<file path="src/rtl/eer_pkg.sv">
package eer_pkg;
  typedef enum logic [2:0] {
    S_IDLE, S_CMD, S_ADDR, S_DATA, S_GAP, S_EMIT
  } eer_state_t;

  // start bit followed by the read opcode, MSB sent first
  localparam logic [2:0] READ_FRAME = 3'b110;
endpackage

</file>
<file path="src/rtl/eer_phase.sv">
module eer_phase (
  input  logic clk,
  input  logic rst_n,
  input  logic run,
  input  logic tick,
  output logic ph,
  output logic bit_done
);
  always_ff @(posedge clk or negedge rst_n) begin
    if (!rst_n)      ph <= 1'b0;
    else if (!run)   ph <= 1'b0;
    else if (tick)   ph <= ~ph;
  end

  assign bit_done = run & tick & ph;

  p_phase_on_tick_r2: assert property (@(posedge clk) disable iff (!rst_n)
    !$stable(ph) |-> $past(tick));
endmodule

</file>
<file path="src/rtl/eer_csum.sv">
module eer_csum #(
  parameter int W = 16
) (
  input  logic         clk,
  input  logic         rst_n,
  input  logic         clr,
  input  logic         add,
  input  logic [W-1:0] din,
  output logic [W-1:0] sum,
  output logic [W-1:0] nxt
);
  assign nxt = sum + din;

  always_ff @(posedge clk or negedge rst_n) begin
    if (!rst_n)    sum <= '0;
    else if (clr)  sum <= '0;
    else if (add)  sum <= nxt;
  end
endmodule

</file>
<file path="src/rtl/eeprom_word_reader.sv">
module eeprom_word_reader #(
  parameter int          MAX_AW    = 8,
  parameter int          WORD_W    = 16,
  parameter logic [15:0] CSUM_GOOD = 16'hBABA
) (
  input  logic                          clk,
  input  logic                          rst_n,
  input  logic                          tick,
  input  logic                          start,
  input  logic                          scan,
  input  logic [MAX_AW-1:0]             rd_addr,
  output logic                          ee_cs,
  output logic                          ee_sk,
  output logic                          ee_di,
  input  logic                          ee_do,
  output logic [WORD_W-1:0]             word_data,
  output logic                          word_valid,
  input  logic                          word_ready,
  output logic [$clog2(MAX_AW+1)-1:0]   addr_width,
  output logic                          width_err,
  output logic                          done,
  output logic                          csum_ok
);
  import eer_pkg::*;

  localparam int AW_W  = $clog2(MAX_AW + 1);
  localparam int CNT_W = $clog2((WORD_W > MAX_AW) ? WORD_W : MAX_AW);
  localparam logic [CNT_W-1:0]  C_ONE  = CNT_W'(1);
  localparam logic [CNT_W-1:0]  C_CMD  = CNT_W'(2);
  localparam logic [CNT_W-1:0]  C_DATA = CNT_W'(WORD_W - 1);
  localparam logic [AW_W-1:0]   AW_MAX = AW_W'(MAX_AW);

  eer_state_t        st;
  logic [CNT_W-1:0]  cnt;
  logic [AW_W-1:0]   aw;
  logic              aw_known, discover, redo, scan_q;
  logic [MAX_AW-1:0] cur;
  logic [WORD_W-1:0] shreg;
  logic              done_q, err_q, csum_ok_q;
  logic              run, ph, bit_done;
  logic [WORD_W-1:0] sum, sum_nxt;
  logic [AW_W-1:0]   aw_use;
  logic [MAX_AW:0]   span;
  logic [MAX_AW-1:0] cur_sh;
  logic              last_hit;

  assign run    = (st == S_CMD) || (st == S_ADDR) || (st == S_DATA);
  assign aw_use = discover ? AW_MAX : aw;
  assign span   = ((MAX_AW+1)'(1) << aw) - (MAX_AW+1)'(1);
  assign last_hit = ({1'b0, cur} == span);
  assign cur_sh = cur >> cnt;

  eer_phase u_phase (
    .clk(clk), .rst_n(rst_n), .run(run), .tick(tick),
    .ph(ph), .bit_done(bit_done)
  );

  eer_csum #(.W(WORD_W)) u_csum (
    .clk(clk), .rst_n(rst_n),
    .clr(st == S_IDLE && start && scan),
    .add(st == S_EMIT && word_ready),
    .din(shreg), .sum(sum), .nxt(sum_nxt)
  );

  always_ff @(posedge clk or negedge rst_n) begin
    if (!rst_n) begin
      st <= S_IDLE; cnt <= '0; aw <= '0; aw_known <= 1'b0;
      discover <= 1'b0; redo <= 1'b0; scan_q <= 1'b0; cur <= '0;
      shreg <= '0; done_q <= 1'b0; err_q <= 1'b0; csum_ok_q <= 1'b0;
    end else begin
      case (st)
        S_IDLE: if (start) begin
          scan_q    <= scan;
          cur       <= scan ? '0 : rd_addr;
          discover  <= scan | ~aw_known;
          if (scan) aw_known <= 1'b0;
          if (scan | ~aw_known) err_q <= 1'b0;
          done_q    <= 1'b0;
          csum_ok_q <= 1'b0;
          redo      <= 1'b0;
          cnt       <= C_CMD;
          st        <= S_CMD;
        end
        S_CMD: if (bit_done) begin
          if (cnt == '0) begin
            cnt <= CNT_W'(aw_use - AW_W'(1));
            st  <= S_ADDR;
          end else cnt <= cnt - C_ONE;
        end
        S_ADDR: if (bit_done) begin
          if (discover) begin
            if (!ee_do || cnt == '0) begin
              aw       <= ee_do ? AW_MAX : AW_MAX - AW_W'(cnt);
              err_q    <= ee_do;
              aw_known <= 1'b1;
              redo     <= 1'b1;
              st       <= S_GAP;
            end else cnt <= cnt - C_ONE;
          end else if (cnt == '0) begin
            cnt <= C_DATA;
            st  <= S_DATA;
          end else cnt <= cnt - C_ONE;
        end
        S_DATA: if (bit_done) begin
          shreg <= {shreg[WORD_W-2:0], ee_do};
          if (cnt == '0) st <= S_GAP;
          else cnt <= cnt - C_ONE;
        end
        S_GAP: if (tick) begin
          if (redo) begin
            redo     <= 1'b0;
            discover <= 1'b0;
            cnt      <= C_CMD;
            st       <= S_CMD;
          end else st <= S_EMIT;
        end
        S_EMIT: if (word_ready) begin
          if (scan_q && !last_hit) begin
            cur <= cur + MAX_AW'(1);
            cnt <= C_CMD;
            st  <= S_CMD;
          end else begin
            done_q <= 1'b1;
            if (scan_q) csum_ok_q <= (sum_nxt == CSUM_GOOD);
            st <= S_IDLE;
          end
        end
        default: st <= S_IDLE;
      endcase
    end
  end

  always_comb begin
    case (st)
      S_CMD:   ee_di = READ_FRAME[cnt[1:0]];
      S_ADDR:  ee_di = discover ? 1'b0 : cur_sh[0];
      default: ee_di = 1'b0;
    endcase
  end

  assign ee_cs      = run;
  assign ee_sk      = ph;
  assign word_data  = shreg;
  assign word_valid = (st == S_EMIT);
  assign addr_width = aw;
  assign width_err  = err_q;
  assign done       = done_q;
  assign csum_ok    = csum_ok_q;

  p_sk_inside_cs_r2: assert property (@(posedge clk) disable iff (!rst_n)
    ee_sk |-> ee_cs);
  p_di_steady_r2: assert property (@(posedge clk) disable iff (!rst_n)
    ($past(ee_sk) && ee_sk) |-> $stable(ee_di));
  p_word_hold_r9: assert property (@(posedge clk) disable iff (!rst_n)
    (word_valid && !word_ready) |=> (word_valid && $stable(word_data)));
  p_cs_low_offer_r8: assert property (@(posedge clk) disable iff (!rst_n)
    word_valid |-> !ee_cs);
  p_width_range_r4: assert property (@(posedge clk) disable iff (!rst_n)
    addr_width <= AW_MAX);
  p_err_width_r5: assert property (@(posedge clk) disable iff (!rst_n)
    width_err |-> (addr_width == AW_MAX));
  p_done_quiet_r13: assert property (@(posedge clk) disable iff (!rst_n)
    done |-> !ee_cs);
endmodule

</file>
<file path="config.mk">
export PLATFORM = sky130hd
export DESIGN_NAME = eeprom_word_reader
export DESIGN_NICKNAME = d
export VERILOG_FILES = /design/src/rtl/eer_pkg.sv /design/src/rtl/eer_phase.sv /design/src/rtl/eer_csum.sv /design/src/rtl/eeprom_word_reader.sv
export SDC_FILE = /design/constraint.sdc
export NUM_CORES = 1
export LEC_CHECK = 0
export BUFFER_PORTS_ARGS = -buffer_cell sky130_fd_sc_hd__buf_2
export CAP_MARGIN = 0
export CORE_ASPECT_RATIO = 0.7
export CORE_MARGIN = 1.5
export CORE_UTILIZATION = 53
export DETAILED_ROUTE_END_ITERATION = 7
export PLACE_DENSITY_LB_ADDON = 0.25
export SLEW_MARGIN = 40
export SYNTH_ARGS = -nofsm -noshare
export SYNTH_HDL_FRONTEND = slang
export SYNTH_SLANG_ARGS = --single-unit
</file>
<file path="constraint.sdc">
create_clock -name clk -period 3.2 [get_ports clk]
set_input_delay 0.48 -clock clk [delete_from_list [all_inputs] [get_ports clk]]
set_output_delay 0.48 -clock clk [all_outputs]
set_load 0.01 [all_outputs]
</file>
== Word level (Yosys, flattened, before mapping) ==
Cells that the tools add are included.

* Logic and storage cells: 154
* Bits in registers: 59
* Output and inout bits: 27

* Bitwise gates (word level): 5
* Eq/ne operators: 28
* Add/sub/neg operators: 6
* Reductions and logical operators: 29
* Shift operators: 2
* Order comparisons: 1
* Mux-type cells: 69

{| class="wikitable"
|+ Operator list
! operator !! number
|-
| $mux 4 || 15
|-
| $mux 3 || 12
|-
| $mux 16 || 2
|-
| $mux 8 || 4
|-
| $mux 1 || 25
|-
| $pmux 4 s6 || 1
|-
| $ne 2x2->1 const B || 11
|-
| $pmux 3 s6 || 1
|-
| $reduce_and 6->1 || 3
|-
| $add 16x16->16 || 1
|-
| $eq 16x16->1 const B || 1
|-
| $pmux 8 s2 || 1
|-
| $reduce_and 4->1 || 4
|-
| $ne 2x1->1 const B || 7
|-
| $pmux 1 s2 || 6
|-
| $reduce_and 11->1 || 1
|-
| $reduce_and 10->1 || 1
|-
| $eq 8x9->1 || 1
|-
| $shl 1x4->9 const A || 1
|-
| $sub 9x2->9 const B || 1
|-
| $add 8x1->8 const B || 1
|-
| $reduce_bool 2->1 || 4
|-
| $shr 8x4->1 || 1
|-
| $sub 4x1->4 const B || 2
|-
| 21 further kinds || 33
|}

== Longest topological paths before layout ==
Gate-level depths: netlist of the first run.

* Word-level depth: 8
* Mapped depth: 12

== Hierarchy ==
Synthesis of the first run repeated with hierarchy kept, for this count alone.

* Cells, all modules: 465
* Area total of the unflattened synthesis: 4297.9 um^2

{| class="wikitable"
|+ By module, submodules not included
! module !! area an instance (um^2) !! sequential area each (um^2) !! instances !! cells an instance
|-
| eeprom_word_reader || 2852.7 || 1051.0 || 1 || 312
|-
| eer_csum || 1397.6 || 400.4 || 1 || 149
|-
| eer_phase || 47.5 || 25.0 || 1 || 4
|}

== Worst setup path after synthesis of the first run ==
OpenSTA, ideal clock, no wires.

* Path type: reg2reg
* Start point: reg aw[3], in the netlist addr_width[3]
* End point: reg cnt[3]
* Path slack: 0.465 ns
* Stages on the path, launching flop included: 13
* Clock period less this slack: 2.735 ns
* Required time: 3.075 ns
* Data arrival time: 2.610 ns
* Cells stage by stage: dfrtp_1 > buf_6 > nor2_4 > nand3b_1 > ha_1 > buf_6 > or3_4 > a21oi_2 > o21ai_1 > a2bb2oi_4 > a31oi_4 > o21ai_2 > mux2_2

* Longest elaborated chain between the ends: 7

{| class="wikitable"
|+ Ends and longest elaborated chain
! element !! line !! RTL
|-
| from (decl) || eeprom_word_reader.sv:35 || <nowiki>logic [AW_W-1:0] aw;</nowiki>
|-
| from (signal assigned) || eeprom_word_reader.sv:93 || <nowiki>aw <= ee_do ? AW_MAX : AW_MAX - AW_W'(cnt);</nowiki>
|-
| $shl 1x4->9 || eeprom_word_reader.sv:49 || <nowiki>assign span = ((MAX_AW+1)'(1) << aw) - (MAX_AW+1)'(1);</nowiki>
|-
| $sub 9x2->9 || eeprom_word_reader.sv:49 ||
|-
| $eq 8x9->1 || eeprom_word_reader.sv:50 || <nowiki>assign last_hit = ({1'b0, cur} == span);</nowiki>
|-
| $logic_not 1->1 || eeprom_word_reader.sv:118 || <nowiki>if (scan_q && !last_hit) begin</nowiki>
|-
| $logic_and 1x1->1 || eeprom_word_reader.sv:118 ||
|-
| $ne 2x1->1 (no source line) || -- ||
|-
| $reduce_and 11->1 (no source line) || -- ||
|-
| to (signal assigned) || eeprom_word_reader.sv:98 || <nowiki>end else cnt <= cnt - C_ONE;</nowiki>
|-
| to (signal assigned) || eeprom_word_reader.sv:102 || <nowiki>end else cnt <= cnt - C_ONE;</nowiki>
|-
| to (signal assigned) || eeprom_word_reader.sv:107 || <nowiki>else cnt <= cnt - C_ONE;</nowiki>
|-
| to (decl) || eeprom_word_reader.sv:34 || <nowiki>logic [CNT_W-1:0] cnt;</nowiki>
|}

Parallel ways exist; a longest one is shown, timed or not. The select of a mux whose other input is x is not followed.
A chain may end at the register's enable or synchronous reset.

== Worst setup path in the final report of the first run ==
* Start point: reg aw[1], in the netlist addr_width[1]
* End point: reg cur[0]

* Longest elaborated chain between the ends: 7

{| class="wikitable"
|+ Ends and longest elaborated chain
! element !! line !! RTL
|-
| $shl 1x4->9 || eeprom_word_reader.sv:49 ||
|-
| $sub 9x2->9 || eeprom_word_reader.sv:49 ||
|-
| $eq 8x9->1 || eeprom_word_reader.sv:50 ||
|-
| $logic_not 1->1 || eeprom_word_reader.sv:118 ||
|-
| $logic_and 1x1->1 || eeprom_word_reader.sv:118 ||
|-
| $ne 2x1->1 (no source line) || -- ||
|-
| $reduce_and 4->1 (no source line) || -- ||
|-
| to (signal assigned) || eeprom_word_reader.sv:74 || <nowiki>cur <= scan ? '0 : rd_addr;</nowiki>
|-
| to (signal assigned) || eeprom_word_reader.sv:119 || <nowiki>cur <= cur + MAX_AW'(1);</nowiki>
|-
| to (decl) || eeprom_word_reader.sv:37 || <nowiki>logic [MAX_AW-1:0] cur;</nowiki>
|}

No other way between the ends.

==> flow_results.xml, run 1 <==
<?xml version="1.0" encoding="UTF-8"?>
<metrics>
  <group name="critical_path">
    <metric name="critPathMaxFanout" unit="">12</metric>
    <metric name="timing.setup.critical_path_class" unit="">flip-flop to flip-flop</metric>
    <metric name="start_kind" unit="">flip-flop</metric>
    <metric name="worst_setup_path_end_kind" unit="">flip-flop</metric>
    <metric name="critical_path_required" unit="ns">3.41</metric>
    <metric name="arrival_time_of_data_at_the_critical_path_endpoint" unit="ns">3.20</metric>
  </group>
  <group name="place">
    <metric name="place_inst" unit="">588</metric>
    <metric name="buffer_ports.inserted" unit="">41</metric>
    <metric name="hpwlAfterDp" unit="um">7840</metric>
    <metric name="dpl-instance-area" unit="um2">4630</metric>
    <metric name="globalplace.congestion" unit="">0.923</metric>
  </group>
  <group name="yosys">
    <metric name="syn_nets" unit="">497</metric>
    <metric name="ys.warnings.count" unit="">0</metric>
    <metric name="yosys.cell_count.top_type" unit="">sky130_fd_sc_hd__dfrtp_1</metric>
    <metric name="yosys_register_bits" unit="">59</metric>
    <metric name="seq_area_frac_synth" unit="">0.338</metric>
    <metric name="yosys-top-cells-count" unit="">sky130_fd_sc_hd__dfrtp_1 (59), sky130_fd_sc_hd__nor2_1 (32), sky130_fd_sc_hd__nand2_1 (31)</metric>
    <metric name="synth_top_area_cell" unit="">sky130_fd_sc_hd__dfrtp_1</metric>
    <metric name="synth.top_cell.area_share" unit="">0.338</metric>
    <metric name="synthesis.instances" unit="">462</metric>
    <metric name="synth_enable_flop_cells" unit="">0</metric>
    <metric name="post_synth_instance_area" unit="um2">4360</metric>
    <metric name="synth_async_sr_flop_share" unit="">1.00</metric>
    <metric name="synthesized_area_per_cell" unit="um2">9.44</metric>
    <metric name="synth_flop_cell" unit="">sky130_fd_sc_hd__dfrtp_1</metric>
    <metric name="synthTopCellsByArea" unit="">sky130_fd_sc_hd__dfrtp_1 (34%), sky130_fd_sc_hd__mux2_2 (5.7%), sky130_fd_sc_hd__ha_1 (5.5%)</metric>
    <metric name="netlist-cell-type-count" unit="">84</metric>
  </group>
  <group name="final_layout">
    <metric name="antennaDiodeCount" unit="">0</metric>
    <metric name="layout-drive-gt1-share" unit="">0.237</metric>
    <metric name="fin_nets" unit="">534</metric>
    <metric name="final_cells" unit="">604</metric>
    <metric name="filler_cell_count" unit="">665</metric>
    <metric name="syn_to_final_growth" unit="%">13.9</metric>
    <metric name="postLayoutCellArea" unit="um2">4970</metric>
  </group>
  <group name="route">
    <metric name="residual_drc_count" unit="">0</metric>
    <metric name="viasPerCell" unit="">6.46</metric>
    <metric name="wl_per_cell" unit="um">18.5</metric>
    <metric name="drt_first_iter_violations" unit="">281</metric>
    <metric name="route.antenna.remaining_nets" unit="">0</metric>
    <metric name="routed-via-count" unit="">3904</metric>
    <metric name="first_pass_iters" unit="">5</metric>
    <metric name="wirelength" unit="um">11200</metric>
  </group>
  <group name="global_routing">
    <metric name="antenna_violations_before_repair" unit="">0</metric>
    <metric name="grt_pass1_vias" unit="">3597</metric>
    <metric name="global_route_wire_length_before_repair" unit="um">18300</metric>
    <metric name="grt.total_usage" unit="">0.261</metric>
    <metric name="overflow" unit="">0</metric>
    <metric name="grt_max_degree" unit="">60</metric>
  </group>
  <group name="timing">
    <metric name="tightestPinTransition" unit="ns">0.730</metric>
    <metric name="fmaxAchievable" unit="GHz">0.335</metric>
    <metric name="slew_headroom" unit="">0.507</metric>
    <metric name="fraction_of_the_cycle_the_final_worst_path_needs" unit="">0.934</metric>
    <metric name="setup_viol" unit="">0</metric>
    <metric name="finalClockSkew" unit="ns">0.00585</metric>
    <metric name="timing_hold_violations_final" unit="">0</metric>
    <metric name="period_minus_slack" unit="ns">2.99</metric>
    <metric name="setup_repair_after_global_routing_missed_its_margin" unit="">false</metric>
    <metric name="tns" unit="ns">0</metric>
    <metric name="slew_violations" unit="">0</metric>
  </group>
  <group name="job">
    <metric name="max-cap-violations" unit="">0</metric>
  </group>
  <group name="floorplan">
    <metric name="starting_density" unit="">0.552</metric>
    <metric name="fp.coreArea" unit="um2">7910</metric>
    <metric name="std_cell_rows" unit="">27</metric>
    <metric name="design.portCount" unit="">42</metric>
    <metric name="die_height" unit="um">78.9</metric>
    <metric name="design.die.area" unit="um2">8790</metric>
    <metric name="floorplan.die.width" unit="um">111</metric>
  </group>
  <group name="pwr">
    <metric name="pwr-share-comb" unit="">0.452</metric>
    <metric name="swShare" unit="">0.411</metric>
    <metric name="internal-power" unit="mW">2.35</metric>
    <metric name="cellLeakagePower" unit="nW">2.28</metric>
    <metric name="power.switching" unit="mW">1.64</metric>
    <metric name="p_clk_frac" unit="">0.260</metric>
    <metric name="design_power_total" unit="mW">4.00</metric>
    <metric name="p_per_area" unit="nW/um2">804</metric>
    <metric name="seq_power_share" unit="">0.288</metric>
    <metric name="power.ir.vdd_worst" unit="mV">0.375</metric>
  </group>
  <group name="cts">
    <metric name="cts_root_buffer" unit="">sky130_fd_sc_hd__clkbuf_16</metric>
    <metric name="clkLatencyLatePin" unit="ns">0.33</metric>
    <metric name="path_clk_slew" unit="ns">0.05</metric>
    <metric name="postCtsSetupRepairBufs" unit="">0</metric>
    <metric name="cts.hold.buffers_added" unit="">0</metric>
    <metric name="cts_sinks" unit="">59</metric>
    <metric name="cts-htree-levels" unit="">3</metric>
    <metric name="ctsResizeCount" unit="">0</metric>
    <metric name="clock_tree.buffer_depth" unit="">2</metric>
    <metric name="cts_tree" unit="">yes</metric>
    <metric name="numCtsBuffers" unit="">9</metric>
  </group>
  <group name="worst_hold_path">
    <metric name="hold_path.class" unit="">primary input to asynchronous set/reset pin</metric>
  </group>
  <group name="status">
    <metric name="run_status" unit="">completed</metric>
  </group>
</metrics>
final cells by class:
class                   instances  area [um2]  share of cell area
multi-input cells             352        2640               0.531
flip-flops and latches         59        1480               0.297
repair buffers                 56         330              0.0665
clock buffers                  11         243              0.0488
well taps                     101         126              0.0254
inverters                      21        78.8              0.0159
clock inverters                 4        75.1              0.0151
kinds of logic (layout without fill, tap and decap cells):
| kind of cell | count (synthesis) | in the layout | share of synthesized area |
|---|---|---|---|
| flops | 59 | 59 | 0.338 |
| xor+xnor | 18 | 18 | 0.0361 |
| mux | 28 | 28 | 0.0763 |
| buf+inv | 51 | 92 | 0.0582 |
| compound gates | 145 | 145 | 0.249 |
| fa+ha+maj | 20 | 20 | 0.0591 |
| simple gates | 141 | 141 | 0.182 |
power by group through the flow:
stage               Sequential [mW]  Combinational [mW]  Clock (mW)
floorplan                      1.06                1.46           0
global placement               1.14                1.71           0
detailed placement             1.15                1.76           0
CTS                            1.14                1.78        1.05
global route                   1.18                1.98        1.08
finish                         1.15                1.81        1.04
routing by layer:
layer	up-vias	GRT usage	wire length, um
met1	1889	0.387	5290
met4	0	0.0848	174
met3	21	0.0603	957
met5	-	0	0
li1	1813	-	-
met2	181	0.377	4770
path summary, 6_finish.rpt:
check,from,to,slack (ns),cells past startpoint
min in group clk,scan,aw_known$_DFFE_PN0P_,0.42,2
min,rst_n,u_csum.sum[5]$_DFFE_PN0P_,0.11,2
max,addr_width[1]$_DFFE_PN0P_,cur[0]$_DFFE_PN0P_,0.21,10
max in group asynchronous,rst_n,scan_q$_DFFE_PN0P_,2.60,3
min reg2reg,u_csum.sum[11]$_DFFE_PN0P_,u_csum.sum[11]$_DFFE_PN0P_,0.49,2
max reg2reg,addr_width[1]$_DFFE_PN0P_,cur[0]$_DFFE_PN0P_,0.21,10
cell usage in the layout, fill, tap and decap left out, types with 3 or more instances in the layout:
cell,netlist,routed
sky130_fd_sc_hd__xor2_1,7,7
sky130_fd_sc_hd__o32ai_1,3,3
sky130_fd_sc_hd__o22ai_1,7,7
sky130_fd_sc_hd__ha_1,19,19
sky130_fd_sc_hd__a211oi_1,4,4
sky130_fd_sc_hd__dfrtp_1,59,59
sky130_fd_sc_hd__nor4_1,4,4
sky130_fd_sc_hd__nand2_1,31,31
sky130_fd_sc_hd__mux2i_1,4,4
sky130_fd_sc_hd__o21ai_0,24,24
sky130_fd_sc_hd__xnor2_1,11,11
sky130_fd_sc_hd__clkbuf_16,0,9
sky130_fd_sc_hd__a21oi_1,30,30
sky130_fd_sc_hd__o21bai_1,3,3
sky130_fd_sc_hd__nand3_1,11,11
sky130_fd_sc_hd__o2bb2ai_1,5,5
sky130_fd_sc_hd__nor3_1,13,13
sky130_fd_sc_hd__nand3b_1,3,3
sky130_fd_sc_hd__buf_4,3,14
sky130_fd_sc_hd__buf_2,8,41
sky130_fd_sc_hd__mux2_2,22,22
sky130_fd_sc_hd__inv_1,20,20
sky130_fd_sc_hd__nand2b_1,8,8
sky130_fd_sc_hd__nor3b_1,5,5
sky130_fd_sc_hd__a22o_1,15,15
sky130_fd_sc_hd__o211ai_1,4,4
sky130_fd_sc_hd__a31oi_1,9,9
sky130_fd_sc_hd__o31ai_1,6,6
sky130_fd_sc_hd__o2111ai_1,3,3
sky130_fd_sc_hd__nor2_1,32,32
sky130_fd_sc_hd__and3_1,5,5
stage by stage:
| stage | hold slack [ns] | util | setup WS, ns |
|---|---|---|---|
| floorplan | 0.184 | - | 0.465 |
| global placement | 0.474 | 0.586 | 0.429 |
| detailed placement | 0.481 | 0.586 | 0.314 |
| CTS | 0.335 | 0.626 | 0.306 |
| global route | 0.137 | 0.629 | 0.0958 |
| finish | 0.106 | 0.629 | 0.212 |
registers in the layout, summed over array words and instances (netlist names):
| name | flops |
|---|---|
| csum_ok | 1 |
| word_data | 16 |
| addr_width | 4 |
| done | 1 |
| cur | 8 |
| cnt | 4 |
| u_csum.sum | 16 |
| aw_known | 1 |
| width_err | 1 |
| u_phase.ph | 1 |
| scan_q | 1 |
| redo | 1 |
| st | 3 |
| discover | 1 |
critical path, stage by stage (launching register included):
cell and delay, ns:
sky130_fd_sc_hd__dfrtp_1 0.53, sky130_fd_sc_hd__nor2_4 0.21, sky130_fd_sc_hd__nand2_2 0.09, sky130_fd_sc_hd__ha_1 0.30, sky130_fd_sc_hd__or3_4 0.41, sky130_fd_sc_hd__a21oi_2 0.15
sky130_fd_sc_hd__or3_4 0.14, sky130_fd_sc_hd__a2bb2oi_4 0.07, sky130_fd_sc_hd__a311oi_4 0.53, sky130_fd_sc_hd__o22ai_1 0.18, sky130_fd_sc_hd__a22o_1 0.25
No activity file was read; power rests on OpenSTA's default activity.
==> inputs of run 2 (changes only) <==
BUFFER_PORTS_ARGS = -buffer_cell sky130_fd_sc_hd__buf_4   (was -buffer_cell sky130_fd_sc_hd__buf_2)
PLACE_DENSITY = 0.73   (was not set)
PLACE_DENSITY_LB_ADDON = not set   (was 0.25)
==> run 2 against run 1 <==
Total power fell by 0.76%. Highest routed layer unchanged. Critical endpoint unchanged. Largest cell class unchanged. Count of clock-buffer cells in the layout rose by 3. Global-route usage fell by 0.43 points. Via count fell by 3.2%.
==> flow_results.xml, run 2 (synthesized netlist as in run 1, its figures left out) <==
<?xml version="1.0" encoding="UTF-8"?>
<metrics>
  <group name="final_layout">
    <metric name="ff_latch_area" unit="um2">1480</metric>
    <metric name="total_area_of_multi_input_combinational_cells" unit="um2">2640</metric>
    <metric name="layout-drive-gt1-share" unit="">0.229</metric>
    <metric name="layout.cells.most_common_list" unit="">sky130_fd_sc_hd__dfrtp_1 (59), sky130_fd_sc_hd__buf_4 (50), sky130_fd_sc_hd__nor2_1 (32)</metric>
    <metric name="final_common_cell" unit="">sky130_fd_sc_hd__dfrtp_1</metric>
    <metric name="fin_nets" unit="">529</metric>
    <metric name="filler_cell_count" unit="">637</metric>
    <metric name="layout.core_utilization" unit="">0.635</metric>
    <metric name="final_cells" unit="">599</metric>
    <metric name="postLayoutCellArea" unit="um2">5020</metric>
    <metric name="syn_to_final_growth" unit="%">15.1</metric>
    <metric name="antennaDiodeCount" unit="">0</metric>
  </group>
  <group name="pwr">
    <metric name="power.switching" unit="mW">1.60</metric>
    <metric name="seq_power_share" unit="">0.293</metric>
    <metric name="swShare" unit="">0.404</metric>
    <metric name="p_per_area" unit="nW/um2">789</metric>
    <metric name="pwr-share-comb" unit="">0.450</metric>
    <metric name="internal-power" unit="mW">2.36</metric>
    <metric name="design_power_total" unit="mW">3.96</metric>
    <metric name="power.ir.vdd_worst" unit="mV">0.495</metric>
    <metric name="cellLeakagePower" unit="nW">2.27</metric>
    <metric name="p_clk_frac" unit="">0.257</metric>
  </group>
  <group name="timing">
    <metric name="finalClockSkew" unit="ns">0.00892</metric>
    <metric name="timing_hold_violations_final" unit="">0</metric>
    <metric name="fraction_of_the_cycle_the_final_worst_path_needs" unit="">0.904</metric>
    <metric name="slew_violations" unit="">0</metric>
    <metric name="period_minus_slack" unit="ns">2.89</metric>
    <metric name="tns" unit="ns">0</metric>
    <metric name="fmaxAchievable" unit="GHz">0.346</metric>
    <metric name="slew_headroom" unit="">0.591</metric>
    <metric name="tightestPinTransition" unit="ns">0.606</metric>
    <metric name="postLayoutSetupSlackWorst" unit="ns">0.308</metric>
    <metric name="hold_slack" unit="ns">0.111</metric>
    <metric name="setup_viol" unit="">0</metric>
    <metric name="setup_repair_after_global_routing_missed_its_margin" unit="">false</metric>
  </group>
  <group name="cts">
    <metric name="cts.hold.buffers_added" unit="">0</metric>
    <metric name="ctsResizeCount" unit="">0</metric>
    <metric name="postCtsSetupRepairBufs" unit="">0</metric>
    <metric name="cts_tree" unit="">yes</metric>
    <metric name="path_clk_slew" unit="ns">0.05</metric>
    <metric name="cts_sinks" unit="">59</metric>
    <metric name="cts_root_buffer" unit="">sky130_fd_sc_hd__clkbuf_16</metric>
    <metric name="clkLatencyLatePin" unit="ns">0.33</metric>
    <metric name="numCtsBuffers" unit="">9</metric>
    <metric name="cts-htree-levels" unit="">3</metric>
    <metric name="clock_tree.buffer_depth" unit="">2</metric>
  </group>
  <group name="floorplan">
    <metric name="fp.coreArea" unit="um2">7910</metric>
    <metric name="design.die.area" unit="um2">8790</metric>
    <metric name="design.portCount" unit="">42</metric>
    <metric name="die_height" unit="um">78.9</metric>
    <metric name="floorplan.die.width" unit="um">111</metric>
    <metric name="starting_density" unit="">0.552</metric>
    <metric name="std_cell_rows" unit="">27</metric>
  </group>
  <group name="route">
    <metric name="wl_per_cell" unit="um">17.7</metric>
    <metric name="residual_drc_count" unit="">0</metric>
    <metric name="route.antenna.remaining_nets" unit="">0</metric>
    <metric name="viasPerCell" unit="">6.31</metric>
    <metric name="routed-via-count" unit="">3780</metric>
    <metric name="drt_first_iter_violations" unit="">231</metric>
    <metric name="first_pass_iters" unit="">5</metric>
    <metric name="wirelength" unit="um">10600</metric>
  </group>
  <group name="place">
    <metric name="dpl-instance-area" unit="um2">4700</metric>
    <metric name="buffer_ports.inserted" unit="">41</metric>
    <metric name="dp_slack" unit="ns">0.346</metric>
    <metric name="hpwlAfterDp" unit="um">7510</metric>
    <metric name="place_inst" unit="">584</metric>
    <metric name="globalplace.congestion" unit="">0.881</metric>
  </group>
  <group name="critical_path">
    <metric name="critPathMaxFanout" unit="">12</metric>
    <metric name="worst_setup_path_end_kind" unit="">flip-flop</metric>
    <metric name="worstReg2RegStart" unit="">addr_width[1]$_DFFE_PN0P_</metric>
    <metric name="start_kind" unit="">flip-flop</metric>
    <metric name="r2r.worst_path.cells" unit="">10</metric>
    <metric name="cp-startpoint" unit="">addr_width[1]$_DFFE_PN0P_</metric>
    <metric name="ff2ff_setup_slack" unit="ns">0.31</metric>
    <metric name="critical_path_required" unit="ns">3.42</metric>
    <metric name="arrival_time_of_data_at_the_critical_path_endpoint" unit="ns">3.11</metric>
    <metric name="timing.setup.critical_path_class" unit="">flip-flop to flip-flop</metric>
  </group>
  <group name="global_routing">
    <metric name="overflow" unit="">0</metric>
    <metric name="global_route_wire_length_before_repair" unit="um">17800</metric>
    <metric name="grt_max_degree" unit="">60</metric>
    <metric name="grt_pass1_vias" unit="">3471</metric>
    <metric name="antenna_violations_before_repair" unit="">0</metric>
    <metric name="grt.total_usage" unit="">0.257</metric>
  </group>
  <group name="job">
    <metric name="max-cap-violations" unit="">0</metric>
  </group>
  <group name="status">
    <metric name="run_status" unit="">completed</metric>
  </group>
  <group name="worst_hold_path">
    <metric name="hold_path.class" unit="">primary input to asynchronous set/reset pin</metric>
  </group>
</metrics>
==> run 2: cell types whose count changed in the layout (fill, tap and decap cells not counted), sizes merged <==
cell | previous run | this run
clkinvlp | 2 | 0
bufinv | 2 | 1
clkbuf | 11 | 14
buf | 56 | 51
==> run 2: power by group through the flow <==
stage                     Clock (mW)  Combinational [mW]  Sequential, mW
final                           1.02                1.79            1.16
after global routing            1.07                1.96            1.19
after CTS                       1.03                1.78            1.16
after detailed placement           0                1.76            1.17
after global placement             0                1.72            1.16
after floorplan                    0                1.46            1.06
==> run 2: critical path: stages (launching register included) <==
cell and delay, ns:
sky130_fd_sc_hd__dfrtp_1 0.51, sky130_fd_sc_hd__nor2_4 0.20, sky130_fd_sc_hd__nand2_2 0.09, sky130_fd_sc_hd__ha_1 0.30, sky130_fd_sc_hd__or3_4 0.42, sky130_fd_sc_hd__a21oi_2 0.15, sky130_fd_sc_hd__or3_4 0.14, sky130_fd_sc_hd__a2bb2oi_4 0.07
sky130_fd_sc_hd__a311oi_4 0.50, sky130_fd_sc_hd__o22ai_1 0.14, sky130_fd_sc_hd__a22o_1 0.24
==> run 2: path summary, 6_finish.rpt <==
kind | endpoint
worst max-delay path | cur[0]$_DFFE_PN0P_
worst min-delay path | word_data[14]$_DFFE_PN0P_
worst max register to register | cur[0]$_DFFE_PN0P_
worst min register to register | u_csum.sum[11]$_DFFE_PN0P_
max in group asynchronous | word_data[6]$_DFFE_PN0P_
min in group clk | aw_known$_DFFE_PN0P_
==> run 2: final cells by class <==
class                      count  share of cell area
multi-input combinational    352               0.526
sequential                    59               0.294
timing repair buffer          51              0.0770
clock buffer                  14              0.0566
tap                          101              0.0252
inverter                      21              0.0157
clock inverter                 1             0.00598
==> run 2: layer usage <==
metal | track usage | part of all wire | wire [um] | vias up
met5 | 0 | 0 | 0 | -
met4 | 0.0658 | 0.0091 | 97 | 0
met3 | 0.0786 | 0.078 | 830 | 11
met2 | 0.352 | 0.41 | 4370 | 152
met1 | 0.390 | 0.50 | 5330 | 1824
li1 | - | - | - | 1793
==> inputs of run 3 (changes only) <==
ABC_AREA = 1   (was not set)
PLACE_DENSITY = 0.72   (was 0.73)
==> run 3 against run 2 <==
Worst hold slack gained 0.0079 ns. Critical endpoint is now csum_ok$_DFFE_PN0P_. Sequential share of layout area shrank 0.78 points. Setup slack gained 0.47 ns.
==> flow_results.xml, run 3 <==
<?xml version="1.0" encoding="UTF-8"?>
<metrics>
  <group name="yosys">
    <metric name="netlist-cell-type-count" unit="">43</metric>
    <metric name="yosys_register_bits" unit="">59</metric>
    <metric name="synth_flop_cell" unit="">sky130_fd_sc_hd__dfrtp_1</metric>
    <metric name="synthesis.instances" unit="">641</metric>
    <metric name="yosys.cell_count.top_type" unit="">sky130_fd_sc_hd__nand2_1</metric>
    <metric name="post_synth_instance_area" unit="um2">4460</metric>
    <metric name="synth.top_cell.area_share" unit="">0.331</metric>
    <metric name="synthesized_area_per_cell" unit="um2">6.95</metric>
    <metric name="synth_top_area_cell" unit="">sky130_fd_sc_hd__dfrtp_1</metric>
    <metric name="synth_enable_flop_cells" unit="">0</metric>
    <metric name="seq_area_frac_synth" unit="">0.331</metric>
    <metric name="synthTopCellsByArea" unit="">sky130_fd_sc_hd__dfrtp_1 (33%), sky130_fd_sc_hd__nand2_1 (16%), sky130_fd_sc_hd__nand3_1 (8.2%)</metric>
    <metric name="syn_nets" unit="">676</metric>
    <metric name="yosys-top-cells-count" unit="">sky130_fd_sc_hd__nand2_1 (189), sky130_fd_sc_hd__inv_1 (77), sky130_fd_sc_hd__nand3_1 (73)</metric>
    <metric name="synth_async_sr_flop_share" unit="">1.00</metric>
    <metric name="ys.warnings.count" unit="">0</metric>
  </group>
  <group name="cts">
    <metric name="cts-htree-levels" unit="">3</metric>
    <metric name="path_clk_slew" unit="ns">0.05</metric>
    <metric name="cts_sinks" unit="">59</metric>
    <metric name="cts.hold.buffers_added" unit="">0</metric>
    <metric name="clock_tree.buffer_depth" unit="">2</metric>
    <metric name="numCtsBuffers" unit="">9</metric>
    <metric name="cts_root_buffer" unit="">sky130_fd_sc_hd__clkbuf_16</metric>
    <metric name="cts_tree" unit="">yes</metric>
    <metric name="clkLatencyLatePin" unit="ns">0.33</metric>
    <metric name="ctsResizeCount" unit="">0</metric>
    <metric name="postCtsSetupRepairBufs" unit="">0</metric>
  </group>
  <group name="timing">
    <metric name="tns" unit="ns">0</metric>
    <metric name="postLayoutSetupSlackWorst" unit="ns">0.777</metric>
    <metric name="setup_viol" unit="">0</metric>
    <metric name="finalClockSkew" unit="ns">0.00622</metric>
    <metric name="fraction_of_the_cycle_the_final_worst_path_needs" unit="">0.757</metric>
    <metric name="fmaxAchievable" unit="GHz">0.413</metric>
    <metric name="slew_headroom" unit="">0.520</metric>
    <metric name="slew_violations" unit="">0</metric>
    <metric name="setup_repair_after_global_routing_missed_its_margin" unit="">false</metric>
    <metric name="period_minus_slack" unit="ns">2.42</metric>
    <metric name="timing_hold_violations_final" unit="">0</metric>
    <metric name="tightestPinTransition" unit="ns">0.718</metric>
  </group>
  <group name="final_layout">
    <metric name="layout-drive-gt1-share" unit="">0.174</metric>
    <metric name="final_common_cell" unit="">sky130_fd_sc_hd__nand2_1</metric>
    <metric name="fin_nets" unit="">721</metric>
    <metric name="filler_cell_count" unit="">744</metric>
    <metric name="syn_to_final_growth" unit="%">15.7</metric>
    <metric name="antennaDiodeCount" unit="">0</metric>
    <metric name="layout.cells.most_common_list" unit="">sky130_fd_sc_hd__nand2_1 (189), sky130_fd_sc_hd__inv_1 (77), sky130_fd_sc_hd__nand3_1 (73)</metric>
    <metric name="layout.core_utilization" unit="">0.644</metric>
  </group>
  <group name="pwr">
    <metric name="cellLeakagePower" unit="nW">2.73</metric>
    <metric name="p_per_area" unit="nW/um2">825</metric>
    <metric name="design_power_total" unit="mW">4.26</metric>
    <metric name="power.ir.vdd_worst" unit="mV">0.523</metric>
  </group>
  <group name="status">
    <metric name="run_status" unit="">completed</metric>
  </group>
  <group name="global_routing">
    <metric name="overflow" unit="">0</metric>
    <metric name="global_route_wire_length_before_repair" unit="um">20600</metric>
    <metric name="grt_pass1_vias" unit="">3988</metric>
    <metric name="antenna_violations_before_repair" unit="">0</metric>
    <metric name="grt_max_degree" unit="">60</metric>
    <metric name="grt.total_usage" unit="">0.296</metric>
  </group>
  <group name="critical_path">
    <metric name="critical_path_required" unit="ns">3.41</metric>
    <metric name="ff2ff_setup_slack" unit="ns">0.78</metric>
    <metric name="worst_setup_path_end_kind" unit="">flip-flop</metric>
    <metric name="worstReg2RegStart" unit="">addr_width[3]$_DFFE_PN0P_</metric>
    <metric name="timing.setup.critical_path_class" unit="">flip-flop to flip-flop</metric>
    <metric name="critPathMaxFanout" unit="">7</metric>
    <metric name="start_kind" unit="">flip-flop</metric>
    <metric name="crit-reg2reg-capture" unit="">csum_ok$_DFFE_PN0P_</metric>
    <metric name="arrival_time_of_data_at_the_critical_path_endpoint" unit="ns">2.63</metric>
    <metric name="r2r.worst_path.cells" unit="">13</metric>
  </group>
  <group name="route">
    <metric name="first_pass_iters" unit="">5</metric>
    <metric name="route.antenna.remaining_nets" unit="">0</metric>
    <metric name="wl_per_cell" unit="um">15.3</metric>
    <metric name="wirelength" unit="um">12100</metric>
    <metric name="viasPerCell" unit="">5.60</metric>
    <metric name="routed-via-count" unit="">4432</metric>
    <metric name="drt_first_iter_violations" unit="">370</metric>
    <metric name="residual_drc_count" unit="">0</metric>
  </group>
  <group name="place">
    <metric name="dp_slack" unit="ns">0.789</metric>
    <metric name="buffer_ports.inserted" unit="">41</metric>
    <metric name="hpwlAfterDp" unit="um">9300</metric>
    <metric name="globalplace.congestion" unit="">0.963</metric>
  </group>
  <group name="job">
    <metric name="max-cap-violations" unit="">0</metric>
  </group>
  <group name="floorplan">
    <metric name="die_height" unit="um">79.7</metric>
    <metric name="floorplan.die.width" unit="um">113</metric>
    <metric name="starting_density" unit="">0.557</metric>
    <metric name="design.portCount" unit="">42</metric>
    <metric name="fp.coreArea" unit="um2">8010</metric>
    <metric name="design.die.area" unit="um2">8980</metric>
    <metric name="std_cell_rows" unit="">27</metric>
  </group>
  <group name="worst_hold_path">
    <metric name="hold_path.class" unit="">primary input to asynchronous set/reset pin</metric>
  </group>
</metrics>
==> run 3: cell count changes in the layout (fill, tap and decap cells not counted), sizes merged, moves of 9 or more <==
cell / previous run / this run
nor2: 34 / 54
mux2: 22 / 13
nand2: 33 / 205
o21ai: 27 / 38
nand3: 11 / 75
inv: 20 / 92
a22o: 15 / 0
buf: 51 / 42
==> run 3: through the flow <==
| stage | cell area [um2] | instances | hold WS [ns] |
|---|---|---|---|
| after floorplan | 4460 | 641 | 0.184 |
| after global placement | 4860 | 776 | 0.482 |
| after detailed placement | 4860 | 776 | 0.477 |
| after CTS | 5150 | 792 | 0.259 |
| after global routing | 5160 | 792 | 0.180 |
| final | 5160 | 792 | 0.119 |
==> run 3: worst max path at each step <==
stage,startpoint,endpoint,slack (ns),cells after the start
after floorplan,addr_width[3]$_DFFE_PN0P_,cur[5]$_DFFE_PN0P_,1.13,14
after global placement,addr_width[3]$_DFFE_PN0P_,csum_ok$_DFFE_PN0P_,0.83,13
after detailed placement,addr_width[3]$_DFFE_PN0P_,csum_ok$_DFFE_PN0P_,0.79,13
after CTS,addr_width[3]$_DFFE_PN0P_,csum_ok$_DFFE_PN0P_,0.78,13
after global routing,addr_width[3]$_DFFE_PN0P_,csum_ok$_DFFE_PN0P_,0.57,13
final,addr_width[3]$_DFFE_PN0P_,csum_ok$_DFFE_PN0P_,0.78,13
==> run 3: final cells by class <==
class	instances	area [um2]	area share
multi-input cells	480	2590	0.502
inverters	94	353	0.0684
flip-flops and latches	59	1480	0.286
clock buffers	15	288	0.0558
repair buffers	42	319	0.0618
clock inverters	1	5.00	0.000970
well taps	101	126	0.0245
==> run 3: worst max-delay path, cell delays in order, from the launching register on <==
cell	delay, ns
sky130_fd_sc_hd__dfrtp_1	0.50
sky130_fd_sc_hd__nor2_4	0.28
sky130_fd_sc_hd__nand2_1	0.11
sky130_fd_sc_hd__ha_1	0.31
sky130_fd_sc_hd__xor2_1	0.15
sky130_fd_sc_hd__nand3_1	0.10
sky130_fd_sc_hd__nor2_1	0.11
sky130_fd_sc_hd__nand2_1	0.07
sky130_fd_sc_hd__nor2_2	0.09
sky130_fd_sc_hd__nand3_2	0.12
sky130_fd_sc_hd__nand3_4	0.14
sky130_fd_sc_hd__nand3_1	0.17
sky130_fd_sc_hd__nand2_1	0.10
sky130_fd_sc_hd__o21ai_1	0.06
==> run 3: layer usage <==
metal  vias to the layer above  wire length [um]  GRT usage
met4                         0               183     0.0797
met1                      2049              6260      0.462
met2                       178              4740      0.404
met3                        20               954     0.0653
li1                       2185                 -          -
met5                         -                 0          0
==> run 3: cell families (layout without fill, tap and decap cells) <==
family	Yosys count	in the layout	synth area share
flops	59	59	0.331
simple gates	360	360	0.372
buf+inv	102	152	0.0876
xor+xnor	9	9	0.0177
compound gates	78	78	0.101
mux	13	13	0.0328
fa+ha+maj	20	20	0.0578
==> run 3: report_power, final <==
part	leakage (nW)	switching, mW	internal, mW
sequential	0.783	0.278	0.950
combinational	1.80	1.34	0.743
clock	0.146	0.340	0.608
